`src/rtl/sat_pkg.sv`:
```
package sat_pkg;

    localparam int CNT_W = 6;

    typedef enum logic [1:0] {
        ST_IDLE  = 2'd0,
        ST_DELAY = 2'd1,
        ST_SHIFT = 2'd2
    } sat_state_e;

    // coded word length to bit count, 0 for invalid codes
    function automatic logic [CNT_W-1:0] wlen_decode(input logic [2:0] code);
        logic [CNT_W-1:0] n;
        case (code)
            3'd0:    n = 6'd8;
            3'd1:    n = 6'd12;
            3'd2:    n = 6'd16;
            3'd3:    n = 6'd20;
            3'd4:    n = 6'd24;
            3'd5:    n = 6'd32;
            default: n = 6'd0;
        endcase
        return n;
    endfunction

endpackage

```
`src/rtl/sat_edge_sync.sv`:
```
module sat_edge_sync #(
    parameter int STAGES = 2
) (
    input  logic clk,
    input  logic rst_n,
    input  logic ext_mode,
    input  logic launch_pol,
    input  logic int_bclk,
    input  logic int_fs,
    input  logic ext_bclk,
    input  logic ext_fs,
    output logic launch,
    output logic fs_lvl
);

    logic [STAGES-1:0][1:0] chain_q;
    logic                   bclk_prev_q;
    logic [1:0]             sel_w;

    always_ff @(posedge clk or negedge rst_n) begin
        if (!rst_n) begin
            chain_q <= '0;
        end else begin
            chain_q[0] <= {ext_bclk, ext_fs};
            for (int i = 1; i < STAGES; i++) begin
                chain_q[i] <= chain_q[i-1];
            end
        end
    end

    assign sel_w = ext_mode ? chain_q[STAGES-1] : {int_bclk, int_fs};

    always_ff @(posedge clk or negedge rst_n) begin
        if (!rst_n) bclk_prev_q <= 1'b0;
        else        bclk_prev_q <= sel_w[1];
    end

    assign launch = launch_pol ? (sel_w[1] & ~bclk_prev_q)
                               : (~sel_w[1] & bclk_prev_q);
    assign fs_lvl = sel_w[0];

endmodule

```
`src/rtl/sat_hold.sv`:
```
module sat_hold #(
    parameter int DATA_W = 32
) (
    input  logic              clk,
    input  logic              rst_n,
    input  logic              en,
    input  logic              in_valid,
    input  logic [DATA_W-1:0] in_data,
    input  logic              take,
    output logic              in_ready,
    output logic              hold_vld,
    output logic [DATA_W-1:0] hold_data
);

    typedef struct packed {
        logic              vld;
        logic [DATA_W-1:0] data;
    } hold_t;

    hold_t hold_d, hold_q;

    assign in_ready = en & ~hold_q.vld;

    always_comb begin
        hold_d = hold_q;
        if (!en) begin
            hold_d.vld = 1'b0;
        end else begin
            if (take) hold_d.vld = 1'b0;
            if (in_valid && in_ready) begin
                hold_d.vld  = 1'b1;
                hold_d.data = in_data;
            end
        end
    end

    always_ff @(posedge clk or negedge rst_n) begin
        if (!rst_n) hold_q <= '0;
        else        hold_q <= hold_d;
    end

    assign hold_vld  = hold_q.vld;
    assign hold_data = hold_q.data;

endmodule

```
`src/rtl/sat_serializer.sv`:
```
module sat_serializer
    import sat_pkg::*;
#(
    parameter int DATA_W = 32,
    parameter int FL_W   = 3,
    parameter int DL_W   = 2
) (
    input  logic              clk,
    input  logic              rst_n,
    input  logic              en,
    input  logic [2:0]        wlen,
    input  logic [FL_W-1:0]   frame_len,
    input  logic [DL_W-1:0]   delay,
    input  logic              fs_pol,
    input  logic              ign_fs,
    input  logic              launch,
    input  logic              fs_lvl,
    input  logic              hold_vld,
    input  logic [DATA_W-1:0] hold_data,
    input  logic              uf_clr,
    output logic              take,
    output logic              ser_out,
    output logic              underflow
);

    typedef struct packed {
        sat_state_e        state;
        logic              ser;
        logic [DATA_W-1:0] sh;
        logic [CNT_W-1:0]  bits;
        logic [FL_W-1:0]   widx;
        logic [DL_W-1:0]   dcnt;
        logic [DATA_W-1:0] last;
        logic              uf;
        logic              fs_seen;
    } ser_t;

    ser_t ser_d, ser_q;

    logic [CNT_W-1:0]  n_bits;
    logic              code_ok;
    logic              fs_act;
    logic              start;
    logic              busy;
    logic [CNT_W-1:0]  shamt;
    logic [DATA_W-1:0] word_src;
    logic [DATA_W-1:0] aligned;
    logic              do_load;
    logic              uf_set;

    assign n_bits   = wlen_decode(wlen);
    assign code_ok  = (n_bits != '0);
    assign fs_act   = fs_lvl ^ fs_pol;
    assign start    = launch & fs_act & ~ser_q.fs_seen & code_ok;
    assign busy     = (ser_q.state != ST_IDLE);
    assign shamt    = CNT_W'(DATA_W) - n_bits;
    assign word_src = hold_vld ? hold_data : ser_q.last;
    assign aligned  = word_src << shamt;

    always_comb begin
        ser_d   = ser_q;
        do_load = 1'b0;
        take    = 1'b0;
        uf_set  = 1'b0;

        if (launch) ser_d.fs_seen = fs_act;

        if (!en) begin
            ser_d.state = ST_IDLE;
            ser_d.ser   = 1'b0;
            ser_d.widx  = '0;
            ser_d.dcnt  = '0;
            ser_d.bits  = '0;
        end else if (launch) begin
            if (start && (!busy || !ign_fs)) begin
                ser_d.widx = '0;
                if (delay == '0) begin
                    do_load = 1'b1;
                end else begin
                    ser_d.state = ST_DELAY;
                    ser_d.dcnt  = delay - DL_W'(1);
                    ser_d.ser   = 1'b0;
                end
            end else begin
                case (ser_q.state)
                    ST_DELAY: begin
                        if (ser_q.dcnt == '0) begin
                            do_load = 1'b1;
                        end else begin
                            ser_d.dcnt = ser_q.dcnt - DL_W'(1);
                            ser_d.ser  = 1'b0;
                        end
                    end
                    ST_SHIFT: begin
                        if (ser_q.bits != '0) begin
                            ser_d.ser  = ser_q.sh[DATA_W-1];
                            ser_d.sh   = ser_q.sh << 1;
                            ser_d.bits = ser_q.bits - CNT_W'(1);
                        end else if (ser_q.widx < frame_len) begin
                            ser_d.widx = ser_q.widx + FL_W'(1);
                            do_load    = 1'b1;
                        end else begin
                            ser_d.state = ST_IDLE;
                            ser_d.ser   = 1'b0;
                        end
                    end
                    default: ser_d.ser = 1'b0;
                endcase
            end
        end

        if (do_load) begin
            ser_d.state = ST_SHIFT;
            ser_d.ser   = aligned[DATA_W-1];
            ser_d.sh    = aligned << 1;
            ser_d.bits  = n_bits - CNT_W'(1);
            ser_d.last  = word_src;
            take        = hold_vld;
            uf_set      = ~hold_vld;
        end

        ser_d.uf = (ser_q.uf & ~uf_clr) | uf_set;
    end

    always_ff @(posedge clk or negedge rst_n) begin
        if (!rst_n) ser_q <= '0;
        else        ser_q <= ser_d;
    end

    assign ser_out   = ser_q.ser;
    assign underflow = ser_q.uf;

endmodule

```
`src/rtl/sat_tx.sv`:
```
module sat_tx #(
    parameter int DATA_W      = 32,
    parameter int FL_W        = 3,
    parameter int DL_W        = 2,
    parameter int SYNC_STAGES = 2
) (
    input  logic              clk,
    input  logic              rst_n,
    input  logic              cfg_en,
    input  logic [2:0]        cfg_wlen,
    input  logic [FL_W-1:0]   cfg_frame_len,
    input  logic [DL_W-1:0]   cfg_delay,
    input  logic              cfg_clk_pol,
    input  logic              cfg_fs_pol,
    input  logic              cfg_ign_fs,
    input  logic              cfg_ext_clk,
    input  logic              int_bclk,
    input  logic              int_fs,
    input  logic              ext_bclk,
    input  logic              ext_fs,
    input  logic              in_valid,
    input  logic [DATA_W-1:0] in_data,
    input  logic              underflow_clr,
    output logic              in_ready,
    output logic              ser_out,
    output logic              underflow
);

    logic              launch_w;
    logic              fs_lvl_w;
    logic              hold_vld_w;
    logic [DATA_W-1:0] hold_data_w;
    logic              take_w;

    sat_edge_sync #(.STAGES(SYNC_STAGES)) u_sync (
        .clk        (clk),
        .rst_n      (rst_n),
        .ext_mode   (cfg_ext_clk),
        .launch_pol (cfg_clk_pol),
        .int_bclk   (int_bclk),
        .int_fs     (int_fs),
        .ext_bclk   (ext_bclk),
        .ext_fs     (ext_fs),
        .launch     (launch_w),
        .fs_lvl     (fs_lvl_w)
    );

    sat_hold #(.DATA_W(DATA_W)) u_hold (
        .clk       (clk),
        .rst_n     (rst_n),
        .en        (cfg_en),
        .in_valid  (in_valid),
        .in_data   (in_data),
        .take      (take_w),
        .in_ready  (in_ready),
        .hold_vld  (hold_vld_w),
        .hold_data (hold_data_w)
    );

    sat_serializer #(.DATA_W(DATA_W), .FL_W(FL_W), .DL_W(DL_W)) u_ser (
        .clk       (clk),
        .rst_n     (rst_n),
        .en        (cfg_en),
        .wlen      (cfg_wlen),
        .frame_len (cfg_frame_len),
        .delay     (cfg_delay),
        .fs_pol    (cfg_fs_pol),
        .ign_fs    (cfg_ign_fs),
        .launch    (launch_w),
        .fs_lvl    (fs_lvl_w),
        .hold_vld  (hold_vld_w),
        .hold_data (hold_data_w),
        .uf_clr    (underflow_clr),
        .take      (take_w),
        .ser_out   (ser_out),
        .underflow (underflow)
    );

endmodule

```
`config.mk`:
```
export PLATFORM = sky130hd
export DESIGN_NAME = sat_tx
export DESIGN_NICKNAME = d
export VERILOG_FILES = /design/src/rtl/sat_pkg.sv /design/src/rtl/sat_edge_sync.sv /design/src/rtl/sat_hold.sv /design/src/rtl/sat_serializer.sv /design/src/rtl/sat_tx.sv
export SDC_FILE = /design/constraint.sdc
export NUM_CORES = 1
export LEC_CHECK = 0
export ABC_CLOCK_PERIOD_IN_PS = 6200
export BUFFER_PORTS_ARGS = -buffer_cell sky130_fd_sc_hd__clkbuf_2
export CORE_ASPECT_RATIO = 0.6
export CORE_UTILIZATION = 30
export DETAILED_ROUTE_END_ITERATION = 10
export HOLD_SLACK_MARGIN = 0.06
export PLACE_DENSITY_LB_ADDON = 0.2
export SETUP_SLACK_MARGIN = 0.3
export SYNTH_ARGS = -nofsm -noshare
export SYNTH_HDL_FRONTEND = slang
export SYNTH_SLANG_ARGS = --single-unit
```
`constraint.sdc`:
```
create_clock -name clk -period 6.2 [get_ports clk]
set_input_delay 1.55 -clock clk [delete_from_list [all_inputs] [get_ports clk]]
set_output_delay 1.55 -clock clk [all_outputs]
set_load 0.03 [all_outputs]
```
Yosys cells after proc, flatten, opt, wreduce, memory -nomap -nowiden
Index checks and enable logic that the tools add are counted.
Storage, ports and cells
  output and inout port bits: 3
  input port bits: 53
  logic and storage cells: 123
  flip-flop bits (word level): 118
Operators by class
  reductions and logical operators: 22
  shifts and indexed selects: 1
  $lt $le $gt $ge: 1
  add/sub/neg operators: 6
  bitwise gates (word level): 14
  eq/ne operators: 26
  muxes and demuxes: 39
Operator list (number)
  $mux W41: 2
  $mux W38: 2
  $mux W32: 2
  $mux W46: 1
  $pmux W6 S6: 1
  $mux W33: 1
  $shl A32 B6 Y32: 1
  $ne A3 B1 Y1 const B: 7
  $mux W3: 6
  $reduce_and A4 Y1: 4
  $mux W1: 14
  $mux W2: 6
  $reduce_bool A6 Y1: 2
  $sub A6 B1 Y6 const B: 2
  $mux W11: 1
  $reduce_and A5 Y1: 2
  $reduce_bool A2 Y1: 5
  $ne A3 B2 Y1 const B: 3
  $ne A4 B2 Y1 const B: 2
  $and A1 B1 Y1: 7
  $eq A3 B2 Y1 const B: 2
  $eq A3 B3 Y1 const B: 2
  $ne A6 B3 Y1 const B: 1
  $sub A6 B6 Y6 const A: 1
  22 further kinds: 32

Depth between registers and ports, before layout
Gate-level depths: netlist of the first run.
  depth in word-level cells: 15
  mapped depth: 12
  gate-level depth less buffers: 9

Modules after synthesis
From an unflattened synthesis of the first run, not the netlist that was laid out.
Second synthesis, totals
  cells, all modules: 619
  area, all modules: 6720.2 µm²
Modules (own cells, without submodules)
  sat_serializer: area each 5167.5 µm², instances 1, sequential area each 1976.9 µm², cells each 536
  sat_hold: area each 1378.8 µm², instances 1, sequential area each 825.8 µm², cells each 73
  sat_edge_sync: area each 173.9 µm², instances 1, sequential area each 125.1 µm², cells each 10

Worst setup path after synthesis of the first run
OpenSTA, ideal clock, no wires.
  path kind: input -> output
  start: input port cfg_en
  end: output port in_ready
  cell stages on the path: 2
  arrival: 2193 ps
  required time: 4650 ps
  setup slack: 2457 ps
  buffers on the path: 0
  path through: clkinv_1 nor2_1
Between the ends
  longest elaborated chain between the ends: 1
Ends and longest elaborated chain
  from (decl): line sat_tx.sv:9  | input logic cfg_en,
  $and A1 B1 Y1: line sat_hold.sv:22  | assign in_ready = en & ~hold_q.vld;
  to (decl): line sat_tx.sv:24  | output logic in_ready,
No other way between the ends.

Worst setup path in the final report of the first run
Same ends and word-level chain as after synthesis.

==> summary.txt, run 1 <==
Logic synthesis
  • Leading post-synthesis cells by cell area: sky130_fd_sc_hd__dfrtp_1 47%, sky130_fd_sc_hd__mux2_2 10%, sky130_fd_sc_hd__mux2i_1 4.8%
  • EDFF count, synth: 0
  • Cell taking the most area after synthesis: sky130_fd_sc_hd__dfrtp_1
  • Share of the synthesized area in the top cell type: 0.4667
  • Post-Synthesis Cell Area: 6274 um^2
  • Number of distinct library cells after synthesis: 63
  • YS warnings: 0
  • Synthesized area per cell: 10.20 um^2
  • Fraction of registers with async set or reset after synthesis: 1.000
  • Post-synth top flop: sky130_fd_sc_hd__dfrtp_1
  • Portion of the post-synthesis area used by sequential elements: 0.4667
  • Flops & latches, synth: 117
  • Mapped Cells: 615
  • Net Count, Synth: 675

Final layout
  • Number of nets in the finished design: 718
  • Area added between synthesis and finish: 18.05%
  • Number of antenna cells inserted: 0
  • Ratio of cells with drive above 1 in the final layout: 0.2548
  • Filler cell count in the final layout: 2030

Floorplanning
  • Floorplan die width: 188.7 um
  • Initial core utilization: 0.3095
  • Number of top-level pins: 56
  • Floorplan core area: 20270 um^2
  • Floorplan die area: 21510 um^2
  • Die Span Y: 114.0 um
  • Standard-cell row count: 40

Placed design
  • PortBufs: 55
  • Weighted congestion at the end of routability-driven global placement: 0.8427
  • Placement Setup Slack: 1.514 ns
  • HPWL after detailed placement: 12100 um

Critical path
  • Crit Path Category: input pin to output pin
  • Origin of the critical flop-to-flop path: u_ser.ser_q[78]
  • Worst Path Arrival: 2.80 ns
  • Critical Path Start: cfg_en
  • Critical path launch point type: input pin
  • Worst r2r path cells: 10
  • Crit path to: in_ready
  • Slack of the worst reg-to-reg path: 2.66 ns
  • Max FO, Critical Path: 11
  • Crit path capture type: output pin
  • Capturing point of the worst reg2reg path: u_ser.ser_q[62]
  • Worst path required time: 4.65 ns

Route
  • Total wire length: 17450 um
  • Initial detailed-routing violation count: 503
  • Total via count in the routed design: 4952
  • DRC: 0
  • Drt first pass iters: 5
  • WL/cell: 18.48 um
  • Count of nets left with antenna violations after detail routing: 0
  • Via-to-Cell Ratio: 5.246

Clock network
  • Number of buffers created by CTS: 17
  • Clock root buffer: sky130_fd_sc_hd__clkbuf_16
  • Number of setup buffers added after CTS: 0
  • Hold bufs inserted after CTS: 0
  • Sinks on the clock net: 117
  • Clock transition at the registers of the reported paths: 0.06 ns
  • Post-cts gate resize count: 0
  • Clock tree from TritonCTS: built
  • # H-tree levels: 4
  • Maximum buffer depth of the clock tree: 2
  • Clk Latency, worst-skew pair: 0.42 ns

Timing
  • Achievable frequency: 0.2299 GHz
  • Final setup violation count: 0
  • Max Transition Viols Final: 0
  • Final Worst Setup Slack: 1.849 ns
  • Total negative setup slack: 0 ns
  • Normalized max-slew margin: 0.3023
  • Final critical-path required period: 4.351 ns
  • Transition at the pin with the smallest max-transition slack: 1.047 ns
  • Final hold violation count: 0
  • Worst clock skew: 0.007005 ns
  • Unrepaired setup endpoints after global routing: no
  • Share of the cycle needed by the critical path after routing: 0.7017

Worst hold path
  • Class of the tightest hold or removal check: flop to flop

Run status
  • Result of the run: complete, no violations

Power
  • Total power density per cell area: 349.1 nW/um^2
  • VDD IR max: 0.1916 mV
  • Leakage component of the power: 3.167 nW

Global routing
  • Maximum number of pins on one net before global-route repair: 74
  • Total grt overflow: 0
  • Global-route usage over all layers: 0.1712
  • Number of antenna violations at the first check in global routing: 0
  • First-pass GRT wire length: 28030 um
  • Number of global-route vias before repair: 4878

Run
  • Max Cap Violations: 0
-- cell usage after synthesis (all sizes together) (12+ instances only) --
master	number
nor2	53
nor3	12
clkbuf	17
mux2i	31
a211oi	13
buf	23
mux2	56
nand2	75
dfrtp	117
o21ai	54
a21oi	17
nor2b	14
-- state kept, by name, indices dropped and copies added (netlist names) --
signal              cells
u_sync.bclk_prev_q      1
u_ser.ser_out           1
u_sync.chain_q          4
u_hold.hold_vld         1
u_hold.hold_data       32
u_ser.ser_q            77
u_ser.underflow         1
-- metrics by stage --
step	area, um^2	util	power [mW]	instances	hold slack, ns
after floorplan	6274	-	1.358	615	0.3312
after global placement	6773	0.3341	1.523	912	0.3342
after detailed placement	6773	0.3341	1.539	912	0.3433
after CTS	7406	0.3654	2.616	944	0.3482
after global routing	7406	0.3654	2.726	944	0.3491
final	7406	0.3654	2.586	944	0.3478
-- logic make-up (layout without fill, tap and decap cells) --
| kind of cell | after synthesis | count (layout) | synth area share |
|---|---|---|---|
| AOI/OAI and AO/OA | 144 | 144 | 0.1486 |
| buffers and inverters | 52 | 108 | 0.03769 |
| xor gates and xnor gates | 1 | 1 | 0.001396 |
| muxes | 97 | 97 | 0.1879 |
| adders and majority gates | 7 | 7 | 0.01396 |
| and+or+nand+nor | 197 | 197 | 0.1438 |
| DFF | 117 | 117 | 0.4667 |
-- report_power, final --
part           internal [mW]  switching (mW)
Clock                  0.691           0.364
Sequential             0.920           0.115
Combinational          0.217           0.279
-- cell usage in the layout, fill, tap and decap left out, types with 3 or more instances in the layout --
master                       instances
sky130_fd_sc_hd__a211oi_1           13
sky130_fd_sc_hd__a21oi_1            17
sky130_fd_sc_hd__a22o_1              4
sky130_fd_sc_hd__a22oi_1             7
sky130_fd_sc_hd__a31oi_1             8
sky130_fd_sc_hd__a32o_1              4
sky130_fd_sc_hd__and2_1              4
sky130_fd_sc_hd__buf_4              10
sky130_fd_sc_hd__bufinv_16           4
sky130_fd_sc_hd__clkbuf_16          17
sky130_fd_sc_hd__clkbuf_2           54
sky130_fd_sc_hd__clkinv_2            4
sky130_fd_sc_hd__clkinvlp_4          3
sky130_fd_sc_hd__dfrtp_1           116
sky130_fd_sc_hd__ha_1                7
sky130_fd_sc_hd__inv_1              11
sky130_fd_sc_hd__mux2_2             56
sky130_fd_sc_hd__mux2i_1            30
sky130_fd_sc_hd__mux4_2             10
sky130_fd_sc_hd__nand2_1            74
sky130_fd_sc_hd__nand2b_1            7
sky130_fd_sc_hd__nand3_1            10
sky130_fd_sc_hd__nor2_1             52
sky130_fd_sc_hd__nor2b_1            14
sky130_fd_sc_hd__nor3_1             12
sky130_fd_sc_hd__nor4_1              3
sky130_fd_sc_hd__o21ai_0            50
sky130_fd_sc_hd__o21ai_1             3
sky130_fd_sc_hd__o221ai_1            4
sky130_fd_sc_hd__o22ai_1             5
sky130_fd_sc_hd__o31ai_1             6
sky130_fd_sc_hd__or3_1               8
-- layer usage --
layer,up-vias,wire length (um),share of wire,global-route usage
met1,2484,9204,0.53,0.2593
li1,2326,-,-,-
met2,133,7172,0.41,0.2404
met4,0,99,0.0057,0.03871
met3,9,968,0.055,0.04400
met5,-,0,0,0
-- layout make-up --
class,count,area (um^2),share of cell area
Clock buffer,19,452.9,0.06116
Clock inverter,13,180.2,0.02433
Inverter,12,45.04,0.006082
Multi-Input combinational cell,446,3112,0.4202
Sequential cell,117,2929,0.3955
Tap cell,273,341.6,0.04612
Timing Repair Buffer,64,345.3,0.04663
-- critical path: stages --
cell	delay, ns
sky130_fd_sc_hd__clkbuf_2	0.24
sky130_fd_sc_hd__clkinv_1	0.39
sky130_fd_sc_hd__nor2_1	0.35
sky130_fd_sc_hd__clkbuf_2	0.26
-- how the worst min path moves through the flow --
stage	start	end	slack (ns)	cells past startpoint
finish	u_sync.chain_q[0]	u_sync.chain_q[2]	0.35	0
global route	u_sync.chain_q[0]	u_sync.chain_q[2]	0.35	0
CTS	u_sync.chain_q[0]	u_sync.chain_q[2]	0.35	0
detailed placement	u_sync.chain_q[0]	u_sync.chain_q[2]	0.34	0
global placement	u_sync.chain_q[1]	u_sync.chain_q[3]	0.33	0
floorplan	u_sync.chain_q[0]	u_sync.chain_q[2]	0.33	0
Power figures use the tool's default switching activity.
==> run 2, diff against run 1 <==
ABC_CLOCK_PERIOD_IN_PS = 3800   (was 6200)
clock period = 3.8 ns   (was 6.2 ns; I/O delays follow)
==> run 2 against run 1 <==
  * Sequential power rose by 62%
  * Flip-flop and latch count did not move
  * Clock skew rose by 0.0014 ns
  * Wire length fell by 1.1%
  * Hold slack got worse by 0.0071 ns
  * Largest cell class unchanged
  * Combinational power rose by 68%
  * Clock-buffer cell count fell by 2
  * Largest power group is now registers
  * Die area did not move
  * Non-clock buffer count rose by 20
  * Via count rose by 1.1%
  * Register-to-register slack got worse by 2.1 ns
  * Final cell count rose by 2.1%
==> summary.txt, run 2 (synthesis gave the netlist of run 1 again) <==
Final layout
  • Ratio of cells with drive above 1 in the final layout: 0.2764 (was 0.2548)
  • Flip-flop count of the largest register after layout: 77 (unchanged)
  • Multi-input combinational cell area: 3112 um^2 (unchanged)
  • Highest-count cells in the layout ignoring fill and taps: 116 x sky130_fd_sc_hd__dfrtp_1, 74 x sky130_fd_sc_hd__nand2_1, 56 x sky130_fd_sc_hd__mux2_2 (unchanged)
  • Filler cell count in the final layout: 2022 (was 2030)
  • Number of antenna cells inserted: 0 (unchanged)
  • Sequential cell area: 2929 um^2 (unchanged)
  • Area added between synthesis and finish: 20.44% (was 18.05%)
  • Most common cell after layout, fill and taps aside: sky130_fd_sc_hd__dfrtp_1 (unchanged)
  • Number of nets in the finished design: 738 (was 718)
  • Top reg by flops: u_ser.ser_q (unchanged)
  • Non-Filler Cell Area, Final: 7556 um^2 (was 7406 um^2)

Timing
  • Max Transition Viols Final: 0 (unchanged)
  • Normalized max-slew margin: 0.3399 (was 0.3023)
  • Final setup violation count: 0 (unchanged)
  • Final Worst Setup Slack: 0.5398 ns (was 1.849 ns)
  • Unrepaired setup endpoints after global routing: no (unchanged)
  • Total negative setup slack: 0 ns (unchanged)
  • Final critical-path required period: 3.260 ns
  • Worst clock skew: 0.008390 ns (was 0.007005 ns)
  • Final hold violation count: 0 (unchanged)
  • Achievable frequency: 0.3067 GHz
  • Transition at the pin with the smallest max-transition slack: 0.9652 ns (was 1.047 ns)
  • Final Hold Slack: 0.3406 ns (was 0.3478 ns)
  • Share of the cycle needed by the critical path after routing: 0.8580

Global routing
  • Number of global-route vias before repair: 4956 (was 4878)
  • Global-route usage over all layers: 0.1730 (was 0.1712)
  • First-pass GRT wire length: 28190 um (was 28030 um)
  • Total grt overflow: 0 (unchanged)
  • Maximum number of pins on one net before global-route repair: 64 (was 74)
  • Number of antenna violations at the first check in global routing: 0 (unchanged)

Critical path
  • Crit path to: u_ser.ser_q[54] (was in_ready)
  • Origin of the critical flop-to-flop path: u_ser.ser_q[78] (unchanged)
  • Worst r2r path cells: 10 (unchanged)
  • Max FO, Critical Path: 5 (was 11)
  • Critical Path Start: u_ser.ser_q[78] (was cfg_en)
  • Slack of the worst reg-to-reg path: 0.54 ns (was 2.66 ns)
  • Critical path launch point type: flop (was input pin)
  • Crit Path Category: flop to flop (was input pin to output pin)
  • Worst Path Arrival: 3.61 ns (was 2.80 ns)
  • Crit path capture type: flop (was output pin)
  • Worst path required time: 4.15 ns (was 4.65 ns)
  • Capturing point of the worst reg2reg path: u_ser.ser_q[54] (was u_ser.ser_q[62])

Floorplanning
  • Standard-cell row count: 40 (unchanged)
  • Floorplan core area: 20270 um^2 (unchanged)
  • Die Span Y: 114.0 um (unchanged)
  • Initial core utilization: 0.3095 (unchanged)
  • Floorplan die width: 188.7 um (unchanged)
  • Floorplan die area: 21510 um^2 (unchanged)
  • Number of top-level pins: 56 (unchanged)

Placed design
  • HPWL after detailed placement: 12440 um (was 12100 um)
  • Weighted congestion at the end of routability-driven global placement: 0.8384 (was 0.8427)
  • PortBufs: 55 (unchanged)
  • Placement Setup Slack: 0.1143 ns (was 1.514 ns)
  • Post-place instance area: 6948 um^2 (was 6773 um^2)

Power
  • Register share of total power: 0.403 (was 0.400)
  • Relative contribution of combinational cells to total power: 0.200 (was 0.192)
  • Clk pwr share: 0.397 (was 0.408)
  • Internal power: 2.916 mW (was 1.828 mW)
  • VDD IR max: 0.3205 mV (was 0.1916 mV)
  • Total power density per cell area: 553.2 nW/um^2 (was 349.1 nW/um^2)
  • Leakage component of the power: 3.253 nW (was 3.167 nW)
  • Switching part of the total: 0.3023 (was 0.2929)
  • Switch Pwr: 1.264 mW (was 757.3 uW)

Clock network
  • Sinks on the clock net: 117 (unchanged)
  • Number of setup buffers added after CTS: 0 (unchanged)
  • Clock tree from TritonCTS: built (unchanged)
  • Clock transition at the registers of the reported paths: 0.06 ns (about the same)
  • Clock root buffer: sky130_fd_sc_hd__clkbuf_16 (unchanged)
  • Post-cts gate resize count: 0 (unchanged)
  • Hold bufs inserted after CTS: 0 (unchanged)
  • Number of buffers created by CTS: 17 (unchanged)
  • # H-tree levels: 4 (unchanged)
  • Maximum buffer depth of the clock tree: 2 (unchanged)
  • Clk Latency, worst-skew pair: 0.42 ns (about the same)

Route
  • Total via count in the routed design: 5007 (was 4952)
  • Total wire length: 17260 um (was 17450 um)
  • Initial detailed-routing violation count: 377 (was 503)
  • Via-to-Cell Ratio: 5.194 (was 5.246)
  • WL/cell: 17.91 um (was 18.48 um)
  • Count of nets left with antenna violations after detail routing: 0 (unchanged)
  • Drt first pass iters: 5 (unchanged)
  • DRC: 0 (unchanged)

Worst hold path
  • Class of the tightest hold or removal check: flop to flop (unchanged)
  • Cell count of the worst hold path: 0 (unchanged)

Run status
  • Result of the run: complete, no violations (unchanged)

Run
  • Max Cap Violations: 0 (unchanged)
## run 2: through the flow
| step | std cells | util | total power, mW |
|---|---|---|---|
| after floorplan | 615 | - | 2.215 |
| after global placement | 932 | 0.3428 | 2.512 |
| after detailed placement | 932 | 0.3428 | 2.542 |
| after CTS | 964 | 0.3728 | 4.227 |
| after global routing | 964 | 0.3728 | 4.422 |
| final | 964 | 0.3728 | 4.180 |
## run 2: power groups by stage
stage	Clock (mW)	Combinational, mW	Sequential (mW)
3_5_place_dp	0	0.838	1.70
4_1_cts	1.70	0.838	1.69
2_1_floorplan	0	0.585	1.63
5_1_grt	1.76	0.939	1.72
6_report	1.66	0.835	1.68
3_3_place_gp	0	0.819	1.69
## run 2: worst min path at each step
stage                      start                end
2_1_floorplan  u_sync.chain_q[0]  u_sync.chain_q[2]
3_3_place_gp   u_sync.chain_q[1]  u_sync.chain_q[3]
3_5_place_dp   u_sync.chain_q[0]  u_sync.chain_q[2]
4_1_cts        u_sync.chain_q[0]  u_sync.chain_q[2]
5_1_grt        u_sync.chain_q[0]  u_sync.chain_q[2]
6_report       u_sync.chain_q[1]  u_sync.chain_q[3]
## run 2: layout make-up
class,instances,share of cell area
timing repair buffer,84,0.06889
multi-input combinational,446,0.4118
inverter,12,0.005961
sequential,117,0.3876
clock buffer,17,0.05630
clock inverter,15,0.02418
tap,273,0.04521
## run 2: worst max-delay path, stage by stage (launching register included)
cell and delay, ns:
sky130_fd_sc_hd__dfrtp_1 0.40, sky130_fd_sc_hd__inv_1 0.09, sky130_fd_sc_hd__ha_1 0.24, sky130_fd_sc_hd__nor4b_1 0.65, sky130_fd_sc_hd__nand3_1 0.17, sky130_fd_sc_hd__o21ai_2 0.31, sky130_fd_sc_hd__mux2i_4 0.14, sky130_fd_sc_hd__a2111oi_0 0.78
sky130_fd_sc_hd__buf_4 0.23, sky130_fd_sc_hd__a21oi_1 0.04, sky130_fd_sc_hd__o21ai_0 0.13
## run 2: metal layers
layer / track usage / vias to the layer above / part of all wire
li1: - / 2366 / -
met1: 0.2662 / 2449 / 0.52
met2: 0.2304 / 180 / 0.40
met3: 0.04831 / 12 / 0.071
met4: 0.04892 / 0 / 0.0082
met5: 0 / - / 0
